===== config.mk =====
export PLATFORM = sky130hd
export DESIGN_NAME = evtflag_unit
export DESIGN_NICKNAME = d
export VERILOG_FILES = /design/src/rtl/evtflag_pkg.sv /design/src/rtl/evtflag_cell.sv /design/src/rtl/evtflag_fastclr.sv /design/src/rtl/evtflag_regif.sv /design/src/rtl/evtflag_unit.sv
export SDC_FILE = /design/constraint.sdc
export NUM_CORES = 1
export LEC_CHECK = 0
export ABC_AREA = 1
export BUFFER_PORTS_ARGS = -buffer_cell sky130_fd_sc_hd__buf_2
export CORE_MARGIN = 2
export CORE_UTILIZATION = 31
export DETAILED_ROUTE_END_ITERATION = 10
export GPL_TIMING_DRIVEN = 1
export PLACE_DENSITY = 0.73
export SLEW_MARGIN = 40
export SYNTH_ARGS = -nofsm -noshare
export SYNTH_HDL_FRONTEND = slang
export SYNTH_HIERARCHICAL = 1
export SYNTH_SLANG_ARGS = --single-unit

===== constraint.sdc =====
create_clock -name clk -period 0.8 [get_ports clk]
set_input_delay 0.12 -clock clk [delete_from_list [all_inputs] [get_ports clk]]
set_output_delay 0.12 -clock clk [all_outputs]
set_load 0.005 [all_outputs]

===== src/rtl/evtflag_pkg.sv =====
package evtflag_pkg;
   localparam int unsigned REG_W = 8;
   typedef logic [REG_W-1:0] reg_byte_t;
   localparam int unsigned CH_REG_ADDR  = 0;
   localparam int unsigned OVF_REG_ADDR = 1;
   localparam int unsigned OVF_BIT      = REG_W - 1;
endpackage


===== src/rtl/evtflag_cell.sv =====
module evtflag_cell (
   input  logic clk,
   input  logic rst_n,
   input  logic set_i,
   input  logic clr_i,
   output logic flag_o
);
   logic q;

   always_ff @(posedge clk) begin
      if (!rst_n)      q <= 1'b0;
      else if (set_i)  q <= 1'b1;
      else if (clr_i)  q <= 1'b0;
   end

   assign flag_o = q;

   assert_set_wins_R6: assert property (@(posedge clk) disable iff (!rst_n)
      set_i |=> flag_o);
   assert_clear_drops_R3: assert property (@(posedge clk) disable iff (!rst_n)
      (clr_i && !set_i) |=> !flag_o);
   assert_hold_R7: assert property (@(posedge clk) disable iff (!rst_n)
      (!set_i && !clr_i) |=> $stable(flag_o));
endmodule


===== src/rtl/evtflag_fastclr.sv =====
module evtflag_fastclr #(
   parameter int unsigned NUM_CH       = 4,
   parameter bit          OVF_FAST_CLR = 1'b1
) (
   input  logic              fast_clr_en,
   input  logic [NUM_CH-1:0] cap_rd,
   input  logic [NUM_CH-1:0] cmp_wr,
   input  logic              cnt_rd,
   output logic [NUM_CH-1:0] chan_fclr,
   output logic              ovf_fclr
);
   for (genvar i = 0; i < NUM_CH; i++) begin : g_ch
      assign chan_fclr[i] = fast_clr_en & (cap_rd[i] | cmp_wr[i]);
   end

   if (OVF_FAST_CLR) begin : g_ovf_on
      assign ovf_fclr = fast_clr_en & cnt_rd;
   end else begin : g_ovf_off
      assign ovf_fclr = 1'b0;
      logic unused_cnt_rd;
      assign unused_cnt_rd = cnt_rd;
   end
endmodule


===== src/rtl/evtflag_regif.sv =====
module evtflag_regif
   import evtflag_pkg::*;
#(
   parameter int unsigned NUM_CH = 4,
   parameter int unsigned ADDR_W = 1
) (
   input  logic              clk,
   input  logic              rst_n,
   input  logic [ADDR_W-1:0] bus_addr,
   input  reg_byte_t         bus_wdata,
   input  logic              bus_wr,
   input  logic              bus_rd,
   input  logic [NUM_CH-1:0] chan_q,
   input  logic              ovf_q,
   output logic [NUM_CH-1:0] chan_wclr,
   output logic              ovf_wclr,
   output reg_byte_t         bus_rdata
);
   localparam logic [ADDR_W-1:0] CH_SEL  = ADDR_W'(CH_REG_ADDR);
   localparam logic [ADDR_W-1:0] OVF_SEL = ADDR_W'(OVF_REG_ADDR);

   logic hit_ch, hit_ovf;
   assign hit_ch  = (bus_addr == CH_SEL);
   assign hit_ovf = (bus_addr == OVF_SEL);

   assign chan_wclr = (bus_wr && hit_ch) ? bus_wdata[NUM_CH-1:0] : '0;
   assign ovf_wclr  = bus_wr && hit_ovf && bus_wdata[OVF_BIT];

   always_comb begin
      bus_rdata = '0;
      if (bus_rd) begin
         if (hit_ch)       bus_rdata[NUM_CH-1:0] = chan_q;
         else if (hit_ovf) bus_rdata[OVF_BIT]    = ovf_q;
      end
   end

   assert_ch_reserved_zero_R4: assert property (@(posedge clk) disable iff (!rst_n)
      (bus_rd && hit_ch) |-> (bus_rdata[REG_W-1:NUM_CH] == '0));
   assert_ovf_reserved_zero_R4: assert property (@(posedge clk) disable iff (!rst_n)
      (bus_rd && hit_ovf) |-> (bus_rdata[OVF_BIT-1:0] == '0));
endmodule


===== src/rtl/evtflag_unit.sv =====
module evtflag_unit
   import evtflag_pkg::*;
#(
   parameter int unsigned NUM_CH       = 4,
   parameter int unsigned ADDR_W       = 1,
   parameter bit          OVF_FAST_CLR = 1'b1
) (
   input  logic              clk,
   input  logic              rst_n,
   input  logic [ADDR_W-1:0] bus_addr,
   input  logic [7:0]        bus_wdata,
   input  logic              bus_wr,
   input  logic              bus_rd,
   output logic [7:0]        bus_rdata,
   input  logic [NUM_CH-1:0] chan_evt,
   input  logic              ovf_evt,
   input  logic              fast_clr_en,
   input  logic [NUM_CH-1:0] cap_rd,
   input  logic [NUM_CH-1:0] cmp_wr,
   input  logic              cnt_rd,
   output logic [NUM_CH-1:0] chan_flag,
   output logic              ovf_flag,
   output logic [NUM_CH-1:0] chan_irq,
   output logic              ovf_irq
);
   if (NUM_CH < 1 || NUM_CH > REG_W - 1) begin : g_bad_ch
      $error("NUM_CH must leave the overflow bit position free");
   end
   if (ADDR_W < 1) begin : g_bad_addr
      $error("ADDR_W must be at least 1");
   end

   logic [NUM_CH-1:0] chan_wclr, chan_fclr;
   logic              ovf_wclr, ovf_fclr;

   evtflag_regif #(.NUM_CH(NUM_CH), .ADDR_W(ADDR_W)) u_regif (
      .clk       (clk),
      .rst_n     (rst_n),
      .bus_addr  (bus_addr),
      .bus_wdata (bus_wdata),
      .bus_wr    (bus_wr),
      .bus_rd    (bus_rd),
      .chan_q    (chan_flag),
      .ovf_q     (ovf_flag),
      .chan_wclr (chan_wclr),
      .ovf_wclr  (ovf_wclr),
      .bus_rdata (bus_rdata)
   );

   evtflag_fastclr #(.NUM_CH(NUM_CH), .OVF_FAST_CLR(OVF_FAST_CLR)) u_fastclr (
      .fast_clr_en (fast_clr_en),
      .cap_rd      (cap_rd),
      .cmp_wr      (cmp_wr),
      .cnt_rd      (cnt_rd),
      .chan_fclr   (chan_fclr),
      .ovf_fclr    (ovf_fclr)
   );

   for (genvar i = 0; i < NUM_CH; i++) begin : g_chan
      evtflag_cell u_cell (
         .clk    (clk),
         .rst_n  (rst_n),
         .set_i  (chan_evt[i]),
         .clr_i  (chan_wclr[i] | chan_fclr[i]),
         .flag_o (chan_flag[i])
      );

      assert_fastclr_gated_R5: assert property (@(posedge clk) disable iff (!rst_n)
         (!fast_clr_en && !(bus_wr && bus_addr == ADDR_W'(CH_REG_ADDR) && bus_wdata[i])
          && chan_flag[i]) |=> chan_flag[i]);
   end

   evtflag_cell u_ovf_cell (
      .clk    (clk),
      .rst_n  (rst_n),
      .set_i  (ovf_evt),
      .clr_i  (ovf_wclr | ovf_fclr),
      .flag_o (ovf_flag)
   );

   assign chan_irq = chan_flag;
   assign ovf_irq  = ovf_flag;

   assert_cnt_rd_gated_R9: assert property (@(posedge clk) disable iff (!rst_n)
      (!fast_clr_en && !bus_wr && ovf_flag) |=> ovf_flag);
endmodule


==> results of run 1 <==
[power by group through the flow]
stage                     clock, mW  sequential [mW]  combinational, mW
after detailed placement          0            0.288              0.233
after global placement            0            0.286              0.227
final                         0.311            0.287              0.321
after global routing          0.335            0.288              0.357
after CTS                     0.318            0.284              0.289
after floorplan                   0            0.288              0.140
[critical path: stages, from the launching register on]
cell	delay, ns
dfxtp_2	0.35
inv_2	0.05
nor2_2	0.10
buf_2	0.12
[cells in the final DEF (no fill, tap or decap)]
master,n
buf_6,10
clkbuf_1,1
buf_4,7
inv_2,6
inv_1,32
nand2_2,3
buf_2,32
nor2_1,16
nand2_1,12
conb_1,3
nor2_2,2
clkbuf_4,3
dfxtp_2,5
a21oi_2,5
[registers in the layout, summed over array words and instances (netlist names)]
signal / count
g_chan.u_cell/flag_o: 4
u_ovf_cell/flag_o: 1
[worst paths after layout]
check | from | endpoint | depth (start not counted)
max | g_chan[2].u_cell/flag_o$_SDFFE_PN0P_ | bus_rdata[2] | 3
min | chan_evt[0] | g_chan[0].u_cell/flag_o$_SDFFE_PN0P_ | 3
max reg2reg | g_chan[0].u_cell/flag_o$_SDFFE_PN0P_ | g_chan[0].u_cell/flag_o$_SDFFE_PN0P_ | 4
min reg2reg | g_chan[1].u_cell/flag_o$_SDFFE_PN0P_ | g_chan[1].u_cell/flag_o$_SDFFE_PN0P_ | 3
[cell families (layout without fill, tap and decap cells)]
| logic type | count (synthesis) | in the layout |
|---|---|---|
| DFF | 5 | 5 |
| and+or+nand+nor | 33 | 33 |
| AOI/OAI and AO/OA | 5 | 5 |
| buffers and inverters | 46 | 91 |
| other | 1 | 3 |
[layout make-up]
type / count / area, sq um / area share [%]
tap: 16 / 20.0 / 2.47
timing repair buffer: 49 / 325 / 40.1
multi-input combinational: 41 / 191 / 23.6
inverter: 38 / 143 / 17.6
sequential: 5 / 106 / 13.1
clock buffer: 4 / 26.3 / 3.24
[stage by stage]
step | setup slack, ns | util [%] | total power [mW] | cells | hold slack [ns]
floorplan | 0.165 | - | 0.428 | 92 | 0.242
global placement | 0.00593 | 44.6 | 0.513 | 141 | 0.367
detailed placement | -0.0128 | 44.6 | 0.521 | 141 | 0.372
CTS | -0.132 | 52.0 | 0.890 | 150 | 0.105
global route | -0.196 | 55.2 | 0.980 | 153 | 0.109
finish | -0.177 | 55.2 | 0.919 | 153 | 0.104
[what timing repair did]
item / in CTS / in global routing
pin swaps: 5 / 3
resized for setup: 12 / 10
setup endpoints to repair: 15 / 15
buffers inserted: 5 / 3
[metal layers]
metal / global-route usage (%) / wire [um] / part of all wire (%)
met1: 12.2 / 466 / 37
met2: 24.8 / 690 / 55
met3: 3.83 / 89 / 7.1
met4: 5.45 / 0 / 0
met5: 0 / 0 / 0
==> impl_metrics.tcl, run 1 <==
set metrics [dict create \
    p_sw_mw 0.275 \
    sw_frac_of_total_pct 29.9 \
    die_h_um 43.3 \
    cts.sinks 5 \
    grtUsageTotal_pct 12.8 \
    initial_core_util_pct 32.6 \
    synth_area_leader_cell "inv_1" \
    synth_edf_count 0 \
    fp.coreArea_sq_um 1470 \
    p_int_mw 0.645 \
    arrival_ns 0.86 \
    grt-ovfl-total 0 \
    die_area_sq_um 1880 \
    cts_buffer_depth 2 \
    htreeDepth 1 \
    synthArstFlopShare_pct 0 \
    die_x_um 43.3 \
    cap_violations 0 \
    synthSimpleGateAreaFrac_pct 26.9 \
    drive_above_1_share_pct 53.3 \
    dp_hpwl_um 921 \
    ant_nets 0 \
    synth_top_family_by_area "buffers and inverters" \
    synth_cells 90 \
    num_antenna_cells 0 \
    seqPwrFrac_pct 31.2 \
    synth_top_area_share_pct 28.2 \
    failed_checks "negative setup slack" \
    setup.worst_path.class "register to primary output" \
    synthFlopType "dfxtp_1" \
    post-route-period-util_pct 122 \
    gp_congestion 0.663 \
    grt_antenna_before_repair 0 \
    clkPwrFrac_pct 33.9 \
    hold_class "primary input to register" \
    vias 612 \
    wire_per_inst_um 8.14 \
    num_io_pins 46 \
    n_fill_cell 159 \
    port_buffers 39 \
    synth-seq-cells 5 \
    ys_seq_area_share_pct 20.9 \
    rsz0062_at_grt "yes" \
    synth.distinct_cells 9 \
    cts_hold_buffers 0 \
    wirelength_mm 1.25 \
    nets 166 \
    fin_skew_ns 0 \
    grt_max_degree 6 \
    yosysMostFrequentCell "inv_1" \
    required_ns 0.68 \
    syn_area_sq_um 479 \
    grt_pass1_wl_mm 1.84 \
    placementRows 14 \
    clkSlewWorstSetupHoldPaths_ns 0.05 \
    slew_viol_final 0 \
    synth_warnings 6 \
    finalSetupViolations 15 \
    cts_tree "yes" \
    syn_to_final_growth_pct 69.5 \
    fin_tns_setup_ns -1.72 \
    synth-compound-area-share_pct 9.14 \
    rrSetupSlack_ns 0.02 \
    design_area_sq_um 812 \
    synth_common_cells "inv_1, nor2_1, nand2_1, buf_4" \
    drc 0 \
    yosys.area_share.xor_xnor_pct 0 \
    leakage_nw 0.542 \
    status "finished with violations" \
    fin_crit_ns 0.977 \
    cp-end-kind "primary output" \
    fmax_ghz 1.02 \
    synth-adder-area-share_pct 0 \
    worst_slack_ns -0.177 \
    drtPass1Iterations 4 \
    viasPerCell 4.00 \
    clock-root-buffer "clkbuf_4" \
    placed_area_sq_um 657 \
    syn_area_per_cell_sq_um 5.32 \
    critPathLaunchType "register" \
    cts_buffers 3 \
    cellPowerDensity_nw_per_um2 1130 \
    synthTopCellsByArea "inv_1, dfxtp_1, nor2_1" \
    clock_latency_ns 0.25 \
    cp_max_fo 3 \
    yosys-mux-area-fraction_pct 0 \
    vdd_drop_max_mv 0.620 \
    combPwrFrac_pct 35.0 \
    grt_pass1_vias 517 \
    hold_violations 0 \
    drt_iter0_drc 11 \
]
(Power assumes the default switching activity.)
==> run 2, diff against run 1 <==
--- a/config.mk
+++ b/config.mk
@@ -11,7 +11,7 @@
 export CORE_UTILIZATION = 31
 export DETAILED_ROUTE_END_ITERATION = 10
 export GPL_TIMING_DRIVEN = 1
-export PLACE_DENSITY = 0.73
+export PLACE_DENSITY = 0.71
 export SLEW_MARGIN = 40
 export SYNTH_ARGS = -nofsm -noshare
 export SYNTH_HDL_FRONTEND = slang
==> impl_metrics.tcl, run 2 (synthesis results as in run 1) <==
set metrics [dict create \
    cap_violations 0 \
    largest_register_ffs 4 \
    clock-root-buffer "clkbuf_4" \
    clkSlewWorstSetupHoldPaths_ns 0.04 \
    drc 0 \
    fin_crit_ns 0.953 \
    port_buffers 39 \
    drtPass1Iterations 5 \
    clock_latency_ns 0.24 \
    arrival_ns 0.83 \
    hold_violations 0 \
    fmax_ghz 1.05 \
    finalSetupViolations 15 \
    fin_tns_setup_ns -1.50 \
    wire_per_inst_um 7.85 \
    rsz0062_at_grt "yes" \
    grt_max_degree 6 \
    cellPowerDensity_nw_per_um2 1130 \
    final_common_cell "inv_1" \
    num_antenna_cells 0 \
    grt_pass1_wl_mm 1.84 \
    grtUsageTotal_pct 13.3 \
    drt_iter0_drc 8 \
    placed_area_sq_um 657 \
    ant_nets 0 \
    htreeDepth 1 \
    nets 163 \
    dp_cells 141 \
    combPwrFrac_pct 34.4 \
    die_area_sq_um 1880 \
    die_h_um 43.3 \
    failed_checks "negative setup slack" \
    grt_antenna_before_repair 0 \
    status "finished with violations" \
    p_int_mw 0.632 \
    p_sw_mw 0.254 \
    grt_pass1_vias 519 \
    viasPerCell 3.96 \
    placementRows 14 \
    leakage_nw 0.528 \
    worst_slack_ns -0.153 \
    cts_buffer_depth 2 \
    cts.sinks 5 \
    vdd_drop_max_mv 0.905 \
    setup.worst_path.class "register to primary output" \
    dp_hpwl_um 876 \
    syn_to_final_growth_pct 63.7 \
    clkPwrFrac_pct 33.4 \
    grt-ovfl-total 0 \
    cts_hold_buffers 0 \
    gp_congestion 0.613 \
    dp_worst_setup_slack_ns -0.0112 \
    slew_viol_final 0 \
    fin_skew_ns 0 \
    hold_class "primary input to register" \
    sw_frac_of_total_pct 28.6 \
    cp-end-kind "primary output" \
    post-route-period-util_pct 119 \
    required_ns 0.68 \
    final_cell_mix "inv_1, buf_2, nor2_1, nand2_1, buf_6" \
    cp_max_fo 2 \
    fp.coreArea_sq_um 1470 \
    die_x_um 43.3 \
    vias 594 \
    cts_tree "yes" \
    seqPwrFrac_pct 32.2 \
    num_io_pins 46 \
    cts_buffers 3 \
    critPathLaunchType "register" \
    wirelength_mm 1.18 \
    drive_above_1_share_pct 50.0 \
    fin_util_pct 53.3 \
    final_cells 150 \
    initial_core_util_pct 32.6 \
    design_area_sq_um 785 \
]
## run 2: changes by cell type in the layout (fill, tap and decap cells not counted), sizes merged
cell  change
buf       -3
## run 2: critical path, stage by stage (launching register included)
cell,delay [ns]
dfxtp_2,0.34
inv_2,0.03
nor2_1,0.10
buf_2,0.12
## run 2: per-stage QoR
step / power (mW) / hold WS (ns)
global placement: 0.513 / 0.368
floorplan: 0.428 / 0.242
detailed placement: 0.519 / 0.372
finish: 0.885 / 0.113
CTS: 0.874 / 0.107
global route: 0.954 / 0.124
## run 2: what timing repair did
action | in CTS | in global routing
pin swaps | 5 | 3
hold endpoints to repair | 0 | 0
resized for setup | 13 | 6
buffers inserted | 4 | 1
setup endpoints to repair | 15 | 15
## run 2: area by class of cell
type	count	area (sq um)
clock buffers	4	26.3
fillers	171	687
inverters	38	143
multi-input cells	41	186
flip-flops and latches	5	106
well taps	16	20.0
repair buffers	46	303
## run 2: path summary, 6_finish.rpt
kind	cells after the start	start	slack [ns]	to
worst max-delay path	3	g_chan[1].u_cell/flag_o$_SDFFE_PN0P_	-0.15	bus_rdata[1]
worst min-delay path	3	chan_evt[1]	0.11	g_chan[1].u_cell/flag_o$_SDFFE_PN0P_
worst max register to register	4	u_ovf_cell/flag_o$_SDFFE_PN0P_	0.03	u_ovf_cell/flag_o$_SDFFE_PN0P_
worst min register to register	2	g_chan[2].u_cell/flag_o$_SDFFE_PN0P_	0.48	g_chan[2].u_cell/flag_o$_SDFFE_PN0P_
## run 2: power by group through the flow
stage / Sequential [mW] / Clock (mW) / Combinational (mW)
global placement: 0.287 / 0 / 0.226
detailed placement: 0.287 / 0 / 0.232
floorplan: 0.288 / 0 / 0.140
CTS: 0.282 / 0.305 / 0.286
finish: 0.285 / 0.295 / 0.304
global route: 0.286 / 0.324 / 0.344
## run 2: per-layer routing
metal  up-vias  GRT usage [%]  share of wire (%)
li1        314              -                  -
met1       251           11.3                 34
met2        27           25.1                 56
met3         2           7.23                8.1
met4         0           5.45                1.2
met5         -              0                  0
==> run 3, diff against run 2 <==
--- a/config.mk
+++ b/config.mk
@@ -9,11 +9,13 @@
 export BUFFER_PORTS_ARGS = -buffer_cell sky130_fd_sc_hd__buf_2
 export CORE_MARGIN = 2
 export CORE_UTILIZATION = 31
+export CTS_CLUSTER_DIAMETER = 150
 export DETAILED_ROUTE_END_ITERATION = 10
 export GPL_TIMING_DRIVEN = 1
-export PLACE_DENSITY = 0.71
+export PLACE_DENSITY_LB_ADDON = 0.1
 export SLEW_MARGIN = 40
 export SYNTH_ARGS = -nofsm -noshare
 export SYNTH_HDL_FRONTEND = slang
 export SYNTH_HIERARCHICAL = 1
 export SYNTH_SLANG_ARGS = --single-unit
+export TNS_END_PERCENT = 1
==> impl_metrics.tcl, run 3 (synthesis results as in run 1) <==
set metrics [dict create \
    nets 161 \
    setup.worst_path.class "register to primary output" \
    multi_input_area_sq_um 186 \
    post-route-period-util_pct 115 \
    fmax_ghz 1.09 \
    initial_core_util_pct 32.6 \
    startpoint "g_chan[3].u_cell/flag_o$_SDFFE_PN0P_" \
    grt_antenna_before_repair 0 \
    arrival_ns 0.80 \
    cts.sinks 5 \
    clkSlewWorstSetupHoldPaths_ns 0.04 \
    fp.coreArea_sq_um 1470 \
    drc 0 \
    die_x_um 43.3 \
    grtUsageTotal_pct 12.8 \
    drt_iter0_drc 3 \
    viasPerCell 3.76 \
    critPathLaunchType "register" \
    cp_max_fo 2 \
    cap_violations 0 \
    slew_viol_final 0 \
    cts_buffers 3 \
    hold_ws_ns 0.113 \
    vias 557 \
    fin_crit_ns 0.921 \
    n_fill_cell 179 \
    cts_tree "yes" \
    wirelength_mm 1.04 \
    htreeDepth 1 \
    num_io_pins 46 \
    hold_violations 0 \
    status "finished with violations" \
    cp-end-kind "primary output" \
    crit_slowest_cell "dfxtp_2" \
    drtPass1Iterations 2 \
    finalSetupViolations 14 \
    r2r_start "g_chan[0].u_cell/flag_o$_SDFFE_PN0P_" \
    hold_class "primary input to register" \
    power_mw 0.844 \
    placementRows 14 \
    critPathTopFamily "flip-flops" \
    drive_above_1_share_pct 47.7 \
    grt_max_degree 6 \
    wire_per_inst_um 7.03 \
    die_h_um 43.3 \
    gp_congestion 0.705 \
    clock-root-buffer "clkbuf_4" \
    grt_pass1_vias 476 \
    cpPeakStageDelay_ns 0.33 \
    final_cell_mix "inv_1, buf_2, nor2_1, nand2_1" \
    dp_hpwl_um 861 \
    worstPathCellList "inv_2, nor2_2, buf_2" \
    ant_nets 0 \
    die_area_sq_um 1880 \
    vdd_drop_max_mv 0.720 \
    rsz0062_at_grt "yes" \
    port_buffers 39 \
    syn_to_final_growth_pct 55.1 \
    failed_checks "negative setup slack" \
    min-delay-start "chan_evt[3]" \
    num_antenna_cells 0 \
    cts_hold_buffers 0 \
    required_ns 0.68 \
    leakage_nw 0.512 \
    cp.buffers_inverters 2 \
    cts_buffer_depth 2 \
    cellPowerDensity_nw_per_um2 1140 \
    fin_skew_ns 0 \
    regArea_sq_um 106 \
    clock_latency_ns 0.24 \
    grt_pass1_wl_mm 1.80 \
    worst_slack_ns -0.121 \
    grt-ovfl-total 0 \
    largest_register_ffs 4 \
]
==> run 3: repair_timing <==
| action | CTS | global route |
|---|---|---|
| pin swaps | 5 | 1 |
| cloned | 0 | 0 |
| hold endpoints to repair | 0 | 0 |
| endpoints found under the setup margin | 15 | 15 |
| gates resized for setup | 9 | 3 |
| buffers inserted | 3 | 1 |
==> run 3: report_power, final <==
group / internal [mW] / total, mW / switching, mW
logic: 0.148 / 0.269 / 0.121
registers: 0.271 / 0.285 / 0.0132
clock network: 0.189 / 0.291 / 0.103
==> run 3: worst reg2reg max path: cells and delay by family (launching register included) <==
family / cells / cell delay, ns
flip-flops: 1 / 0.32
buffers and inverters: 1 / 0.12
AND/OR/NAND/NOR: 1 / 0.07
AO/OA/AOI/OAI: 1 / 0.05
==> run 3: final cells by class <==
type                    count  area share (%)
flip-flops and latches      5            14.3
multi-input cells          41            25.1
repair buffers             44            35.2
clock buffers               4            3.54
inverters                  38            19.2
well taps                  16            2.69
==> run 3: routing by layer <==
metal | share of wire, % | GRT usage [%] | vias to the layer above
met3 | 11 | 6.38 | 0
met2 | 47 | 20.9 | 23
li1 | - | - | 309
met1 | 41 | 15.6 | 225
met5 | 0 | 0 | -
met4 | 0 | 1.82 | 0
==> run 3: path summary, 6_finish.rpt <==
path              cells after the start                                    to  slack (ns)
setup / recovery                      3                          bus_rdata[3]       -0.12
hold reg to reg                       2  g_chan[2].u_cell/flag_o$_SDFFE_PN0P_        0.48
setup reg to reg                      3  g_chan[0].u_cell/flag_o$_SDFFE_PN0P_        0.13
hold / removal                        3  g_chan[3].u_cell/flag_o$_SDFFE_PN0P_        0.11
==> run 3: stage by stage <==
stage               TNS, ns  utilization, %  setup WS (ns)  instances  cell area [sq um]
floorplan                 0               -          0.165         92                487
global placement    -0.0121            44.1       -0.00660        140                649
detailed placement  -0.0226            44.1        -0.0140        140                649
CTS                   -1.26            49.4         -0.131        147                727
global route          -1.77            50.5         -0.178        148                743
finish                -1.09            50.5         -0.121        148                743
